File: src/rtl/prim_asm_pkg.sv
package prim_asm_pkg;

    typedef enum logic [1:0] {
        TOPO_TRIS   = 2'd0,
        TOPO_STRIP  = 2'd1,
        TOPO_FAN    = 2'd2,
        TOPO_SHADER = 2'd3
    } topo_e;

    localparam int SLOT_COUNT = 2;
    localparam int IDX_W      = 2;

    typedef struct packed {
        topo_e              mode;
        logic [IDX_W-1:0]   idx;
        logic               primed;
    } asm_state_t;

    function automatic logic groups_of_three(input topo_e t);
        return (t == TOPO_TRIS) || (t == TOPO_SHADER);
    endfunction

    function automatic logic [IDX_W-1:0] advance_idx(input topo_e t,
                                                     input logic [IDX_W-1:0] i);
        logic [IDX_W-1:0] r;
        if (groups_of_three(t))
            r = (i == IDX_W'(2)) ? '0 : i + IDX_W'(1);
        else if (t == TOPO_STRIP)
            r = {1'b0, ~i[0]};
        else
            r = IDX_W'(1);
        return r;
    endfunction

endpackage

File: src/rtl/pa_ctrl.sv
module pa_ctrl
    import prim_asm_pkg::*;
(
    input  logic             clk,
    input  logic             rst,
    input  logic             cfg_load,
    input  logic [1:0]       cfg_topo,
    input  logic             prim_restart,
    input  logic             vtx_fire,
    output topo_e            mode,
    output logic [IDX_W-1:0] idx,
    output logic             primed,
    output logic             emit_now,
    output logic             store_en,
    output logic             store_sel
);
    asm_state_t st_q;

    always_ff @(posedge clk) begin
        if (rst) begin
            st_q.mode   <= TOPO_TRIS;
            st_q.idx    <= '0;
            st_q.primed <= 1'b0;
        end else if (cfg_load) begin
            st_q.mode   <= topo_e'(cfg_topo);
            st_q.idx    <= '0;
            st_q.primed <= 1'b0;
        end else if (prim_restart) begin
            st_q.idx    <= '0;
            st_q.primed <= 1'b0;
        end else if (vtx_fire) begin
            st_q.idx <= advance_idx(st_q.mode, st_q.idx);
            if (!groups_of_three(st_q.mode) && st_q.idx == IDX_W'(1))
                st_q.primed <= 1'b1;
        end
    end

    always_comb begin
        mode      = st_q.mode;
        idx       = st_q.idx;
        primed    = st_q.primed;
        emit_now  = groups_of_three(st_q.mode) ? (st_q.idx == IDX_W'(2)) : st_q.primed;
        store_en  = vtx_fire && !(groups_of_three(st_q.mode) && st_q.idx == IDX_W'(2));
        store_sel = st_q.idx[0];
    end
endmodule

File: src/rtl/pa_history.sv
module pa_history
    import prim_asm_pkg::*;
#(
    parameter int W = 16
) (
    input  logic         clk,
    input  logic         rst,
    input  logic         wr_en,
    input  logic         wr_sel,
    input  logic [W-1:0] wr_data,
    output logic [W-1:0] slot0,
    output logic [W-1:0] slot1
);
    logic [W-1:0] slots_q [SLOT_COUNT];

    for (genvar s = 0; s < SLOT_COUNT; s++) begin : g_slot
        always_ff @(posedge clk) begin
            if (rst)
                slots_q[s] <= '0;
            else if (wr_en && (int'(wr_sel) == s))
                slots_q[s] <= wr_data;
        end
    end

    assign slot0 = slots_q[0];
    assign slot1 = slots_q[1];
endmodule

File: src/rtl/pa_tri_reg.sv
module pa_tri_reg #(
    parameter int W = 16
) (
    input  logic         clk,
    input  logic         rst,
    input  logic         load,
    input  logic [W-1:0] in_v0,
    input  logic [W-1:0] in_v1,
    input  logic [W-1:0] in_v2,
    output logic         free,
    output logic         out_valid,
    input  logic         out_ready,
    output logic [W-1:0] out_v0,
    output logic [W-1:0] out_v1,
    output logic [W-1:0] out_v2
);
    logic valid_q;
    logic [W-1:0] v0_q, v1_q, v2_q;

    always_ff @(posedge clk) begin
        if (rst) begin
            valid_q <= 1'b0;
            v0_q    <= '0;
            v1_q    <= '0;
            v2_q    <= '0;
        end else if (load) begin
            valid_q <= 1'b1;
            v0_q    <= in_v0;
            v1_q    <= in_v1;
            v2_q    <= in_v2;
        end else if (out_ready) begin
            valid_q <= 1'b0;
        end
    end

    assign free      = !valid_q || out_ready;
    assign out_valid = valid_q;
    assign out_v0    = v0_q;
    assign out_v1    = v1_q;
    assign out_v2    = v2_q;
endmodule

File: src/rtl/prim_tri_assembler.sv
module prim_tri_assembler
    import prim_asm_pkg::*;
#(
    parameter int VTX_W = 16
) (
    input  logic             clk,
    input  logic             rst,
    input  logic             cfg_load,
    input  logic [1:0]       cfg_topo,
    input  logic             prim_restart,
    input  logic             vtx_valid,
    output logic             vtx_ready,
    input  logic [VTX_W-1:0] vtx_data,
    output logic             tri_valid,
    input  logic             tri_ready,
    output logic [VTX_W-1:0] tri_v0,
    output logic [VTX_W-1:0] tri_v1,
    output logic [VTX_W-1:0] tri_v2
);
    topo_e            mode_w;
    logic [IDX_W-1:0] idx_w;
    logic             primed_w;
    logic             emit_w, store_en_w, store_sel_w;
    logic             out_free_w, fire_w;
    logic [VTX_W-1:0] slot0_w, slot1_w;

    assign vtx_ready = !(cfg_load || prim_restart) && (!emit_w || out_free_w);
    assign fire_w    = vtx_valid && vtx_ready;

    pa_ctrl u_ctrl (
        .clk          (clk),
        .rst          (rst),
        .cfg_load     (cfg_load),
        .cfg_topo     (cfg_topo),
        .prim_restart (prim_restart),
        .vtx_fire     (fire_w),
        .mode         (mode_w),
        .idx          (idx_w),
        .primed       (primed_w),
        .emit_now     (emit_w),
        .store_en     (store_en_w),
        .store_sel    (store_sel_w)
    );

    pa_history #(.W(VTX_W)) u_hist (
        .clk     (clk),
        .rst     (rst),
        .wr_en   (store_en_w),
        .wr_sel  (store_sel_w),
        .wr_data (vtx_data),
        .slot0   (slot0_w),
        .slot1   (slot1_w)
    );

    pa_tri_reg #(.W(VTX_W)) u_out (
        .clk       (clk),
        .rst       (rst),
        .load      (fire_w && emit_w),
        .in_v0     (slot0_w),
        .in_v1     (slot1_w),
        .in_v2     (vtx_data),
        .free      (out_free_w),
        .out_valid (tri_valid),
        .out_ready (tri_ready),
        .out_v0    (tri_v0),
        .out_v1    (tri_v1),
        .out_v2    (tri_v2)
    );
endmodule

File: config.mk
export PLATFORM = sky130hd
export DESIGN_NAME = prim_tri_assembler
export DESIGN_NICKNAME = d
export VERILOG_FILES = /design/src/rtl/prim_asm_pkg.sv /design/src/rtl/pa_ctrl.sv /design/src/rtl/pa_history.sv /design/src/rtl/pa_tri_reg.sv /design/src/rtl/prim_tri_assembler.sv
export SDC_FILE = /design/constraint.sdc
export NUM_CORES = 1
export LEC_CHECK = 0
export BUFFER_PORTS_ARGS = -buffer_cell sky130_fd_sc_hd__buf_2
export CORE_MARGIN = 3
export CORE_UTILIZATION = 57
export CTS_CLUSTER_SIZE = 40
export DETAILED_ROUTE_END_ITERATION = 8
export PLACE_DENSITY_LB_ADDON = 0.1
export SETUP_SLACK_MARGIN = 0.4
export SLEW_MARGIN = 20
export SYNTH_ARGS = -nofsm -noshare
export SYNTH_HDL_FRONTEND = slang
export SYNTH_HIERARCHICAL = 1
export SYNTH_SLANG_ARGS = --single-unit
File: constraint.sdc
create_clock -name clk -period 7.3 [get_ports clk]
set_input_delay 0.365 -clock clk [delete_from_list [all_inputs] [get_ports clk]]
set_output_delay 0.365 -clock clk [all_outputs]
set_load 0.03 [all_outputs]
### Word level (Yosys, flattened, before mapping)

Memory sizes are Yosys's and may differ from the RTL's. A register that Yosys moved wholly into a read port is not among the register bits.
Index checks and enable logic that the tools add are counted.

| word-level totals | value |
|---|---|
| bits of input ports | 24 |
| word-level logic and storage cells | 52 |
| memories kept | 1 |
| bits in writable memories | 32 |
| output and inout port bits | 50 |
| register bits | 22 |

Memories:

| name | words | width | read ports | clocked after memory_dff | write ports | RTL line | RTL |
|---|---|---|---|---|---|---|---|
| u_hist.slots_q | 2 | 16 | 2 | 2 | 2 | pa_history.sv:14 | `logic [W-1:0] slots_q [SLOT_COUNT];` |

| cells by class | value |
|---|---|
| multiplexer cells | 16 |
| bitwise gates (word level) | 4 |
| reduce and logical (&&, ||, !) cells | 21 |
| $add $sub $neg | 1 |
| equal/unequal tests | 4 |

Operator list:

| kind | number |
|---|---|
| 16-bit two-way mux | 2 |
| 1-bit two-way mux | 12 |
| 1-bit logical AND | 8 |
| 1-bit logical NOT | 5 |
| 2-bit by 1-bit == test with 1-bit output (second input constant) | 2 |
| 2-bit == test (second input constant) | 2 |
| 1-bit logical OR | 4 |
| 2-bit two-way mux | 2 |
| 3-bit OR reduction | 1 |
| 2-bit by 1-bit adder with 2-bit output (second input constant) | 1 |
| 2-bit logical NOT | 1 |
| 1-bit inverter | 2 |
| 1-bit OR | 2 |
| 2-bit AND reduction | 1 |
| 2-bit nonzero test | 1 |

### Logic depth before layout (Yosys ltp)

| logic depth | value |
|---|---|
| word-level depth | 13 |
| mapped depth | 11 |
| gate-level depth less buffers | 8 |

### Cells and area by module

The synthesis kept the hierarchy.

By module, submodules not included:

| module | cells an instance | area an instance (sq um) | instances | sequential area each (sq um) |
|---|---|---|---|---|
| pa_tri_reg | 159 | 1746.7 | 1 | 980.9 |
| pa_history | 88 | 1236.2 | 1 | 960.9 |
| pa_ctrl | 26 | 252.7 | 1 | 100.1 |
| prim_tri_assembler | 6 | 40.0 | 1 | 0.0 |

### Worst setup path after synthesis

OpenSTA, ideal clock, no wires.

| timing path | value |
|---|---|
| path type | register to register |
| start | reg, netlist name u_ctrl/mode[1] |
| end | mem u_hist.slots_q[0][0], enable pin |
| stages on the path, launching flop included | 10 |
| slack | 4743 ps |
| path buffers | 1 |
| library setup time | 375 ps |
| arrival time | 2182 ps |
| required time | 6925 ps |
| period minus slack after synthesis | 2557 ps |
| path through | dfxtp_1 > inv_1 > ha_1 > nand3b_1 > o21ai_0 > a2111oi_2 > and2_1 > nand2b_1 > buf_6 > nand2b_1 |

RTL lines:

| element | RTL line |
|---|---|
| end, declared | pa_history.sv:14 |

==> results list <==
- In this run the static leakage power is 1.57 nW.
- The signal on the critical path passes through inv_1 > ha_1 > nand3b_1 > o21ai_0 > a2111oi_2 > and2_1 > nand2_1 > nand2b_1.
- Once the clock tree was built, the resizer swapped 0 gates to a different size.
- Power density normalized to cell area: 232 mW/mm^2
* Post-route clock skew: 0.00511 ns
* Num Clock Sinks: 86
- The average instance in the mapped netlist occupies between 10 and 15 sq um.
- Final total negative setup slack: 0 ns
- Final GP Congestion: between 0.7 and 0.8
- Total wire length: 6210 microns
* Required time of the worst setup path: 7.28 ns
- Starting density of the core: 61.3%
* Hold WC Path Type: in -> reg
* Ports placed on the boundary: 74
- Clock transition at path regs: 0.08 ns
* Total of buffers placed on input and output ports: between 70 and 80
- After the last flow step, the layout net total stands at 375.
* Top sig layer: met4
* Post-synthesis instance area: 0.00327 sq mm
* Floorplan row count: 26
- Post-route design area: between 0.003 and 0.004 sq mm
* Clock period minus worst slack: 3.21 ns
* Critical path's largest stage delay: 0.68 ns
- Timing would allow up to 0.312 GHz.
- After filler insertion, the fill cell instance count of the layout stands at 413.
- STA classifies the critical path startpoint as a register.
* Actual slew at the worst max-slew pin: 0.725 ns
- Measured against its own limit, the worst slew margin works out to 51.7%.
* Initial antenna violation count: 0
- The die covers 0.00668 sq mm.
- Antenna Diode Count: 0
* Vias in the first global route: 2,083
* Met1 wire length: a little under 3000 microns
* Crit path capture type: register
* Highest-delay cell along the critical path: nand2b_1
* Vert. Die Dim: 81.7 microns
* Count of endpoints failing hold in the final timing report: 0
- DRT iter0 DRCs: around 140
- In the final routed layout, each cell accounts on average for 14.6 microns.
- The H-tree was split into 3 levels.
* Core region area: about 0.0053 sq mm
* Clock Latency Late Sink: between 0.3 and 0.4 ns
* Critical Path Fanout Max: 17
* Synthesis Warnings: 6
* Ratio of final minimum period to clock period: 43.9%
* Share of final-layout standard cells stronger than drive strength 1: 26.8%
* Setup repair bufs after CTS: 0
* Syn Nets: 303
- Number of buffers added by the clock tree synthesis step: 9
* Library cell used as clock root buffer: clkbuf_8
* Worst setup path class: reg -> reg
* Pre-antenna DRT Iters: 4
- After global routing the overflow that remains totals 0.
- Measured in cells, the most critical reg-to-reg path has a length of 8.
- Number of instances in the synthesized netlist: 278
- Max-capacitance violation count: 0
- Status: completed
- Data arrives at the worst endpoint at 3.18 ns.
- # setup viols final: 0
* Post-DR vias/cell: 5.04
- IR analysis of the VDD net gives a maximum drop of 0.128 mV.
- Total global-route track usage: between 20% and 30%
- Total DRC errors in the routed layout: 0
- Unrepaired setup endpoints after global routing: no
* Longest Clk Path Bufs: 2
- Summed over all nets, wire length on met2 after detailed routing comes to 2840 microns.
- Once placement finished, the instance area stood at 0.00363 sq mm.
- Final max-slew violation count: 0
- Via total after detailed routing: between 2,000 and 2,500
- Area overhead of the layout relative to synthesis: 18.1%
* CTS tree: done
* Pin count of the biggest net entering global routing: between 70 and 80
- After detailed routing, the met3 layer carries roughly 330 microns of wire.
* Hold path cells: 3
- After legalization and detailed placement, the total HPWL measured 4450 microns.
- The first global-routing pass estimated 9980 microns of wire.
- Hold repair after CTS inserted 0 buffers.
- The floorplan step set the die width to 81.7 microns.
* Number of antenna-violating nets in the routed design: 0
==> flip-flops by register name, indices dropped and copies added, names as in the netlist <==
register and cells:
u_hist/slots_q 32, u_out/out_v0 16, u_out/out_v1 16, u_out/out_v2 16
u_ctrl/idx 2, u_ctrl/mode 2, u_ctrl/primed 1, u_out/out_valid 1
==> layout make-up <==
type | instances | area (sq um) | area share, %
Inverter | 5 | 18.8 | 0.486
Tap cell | 70 | 87.6 | 2.27
Clock buffer | 14 | 216 | 5.61
Timing Repair Buffer | 76 | 388 | 10.1
Clock inverter | 2 | 16.3 | 0.422
Multi-Input combinational cell | 172 | 1090 | 28.2
Sequential cell | 86 | 2040 | 52.9
==> report_power, final <==
| part | switching (mW) | internal (mW) | leakage [nW] |
|---|---|---|---|
| Combinational | 0.0211 | 0.0110 | 0.675 |
| Clock | 0.160 | 0.196 | 0.114 |
| Sequential | 0.00307 | 0.504 | 0.776 |
| Total | 0.185 | 0.711 | 1.57 |
==> cells in the final DEF (no fill, tap or decap), drive strengths merged <==
master and count:
a2111oi 1, a211oi 2, a21o 1, a21oi 3, and2 1, buf 76
clkbuf 14, clkinv 1, clkinvlp 1, dfxtp 54, edfxtp 32, ha 1
inv 5, mux2i 50, nand2 1, nand2b 21, nand3 1, nand3b 1
nand4b 1, nand4bb 1, nor2 83, nor3 1, o21a 1, o21ai 1
or3 1
==> critical path, delay by kind of cell, from the launching register on <==
family / cells / cell delay [ns]
flip-flops: 1 / 0.33
adder cells (fa/ha/maj): 1 / 0.34
buffers and inverters: 1 / 0.04
AND/OR/NAND/NOR: 4 / 1.37
AO/OA/AOI/OAI: 2 / 0.74
==> final timing paths <==
| kind | from | endpoint | slack [ns] |
|---|---|---|---|
| setup / recovery | u_ctrl/mode[1] | u_hist/slots_q[1][10] | 4.09 |
| hold / removal | cfg_topo[1] | u_ctrl/mode[1] | 0.25 |
| setup reg to reg | u_ctrl/mode[1] | u_hist/slots_q[1][10] | 4.09 |
| hold reg to reg | u_ctrl/primed | u_ctrl/primed | 0.46 |
==> per-stage QoR <==
| step | utilization, % | instances | setup WS (ns) | hold WS, ns | total power, mW |
|---|---|---|---|---|---|
| global route | 72.3 | 425 | 3.81 | 0.272 | 0.930 |
| detailed placement | 68.0 | 409 | 4.14 | 0.457 | 0.550 |
| finish | 72.3 | 425 | 4.09 | 0.255 | 0.896 |
| global placement | 68.0 | 409 | 4.32 | 0.442 | 0.549 |
| floorplan | - | 278 | 4.74 | 0.422 | 0.535 |
| CTS | 72.3 | 425 | 4.08 | 0.236 | 0.905 |
==> metal layers <==
layer	global-route usage (%)	up-vias
met2	30.2	59
met1	27.7	999
li1	-	1075
met5	0	-
met3	4.61	8
met4	10.8	0
No activity file was read; power rests on OpenSTA's default activity.
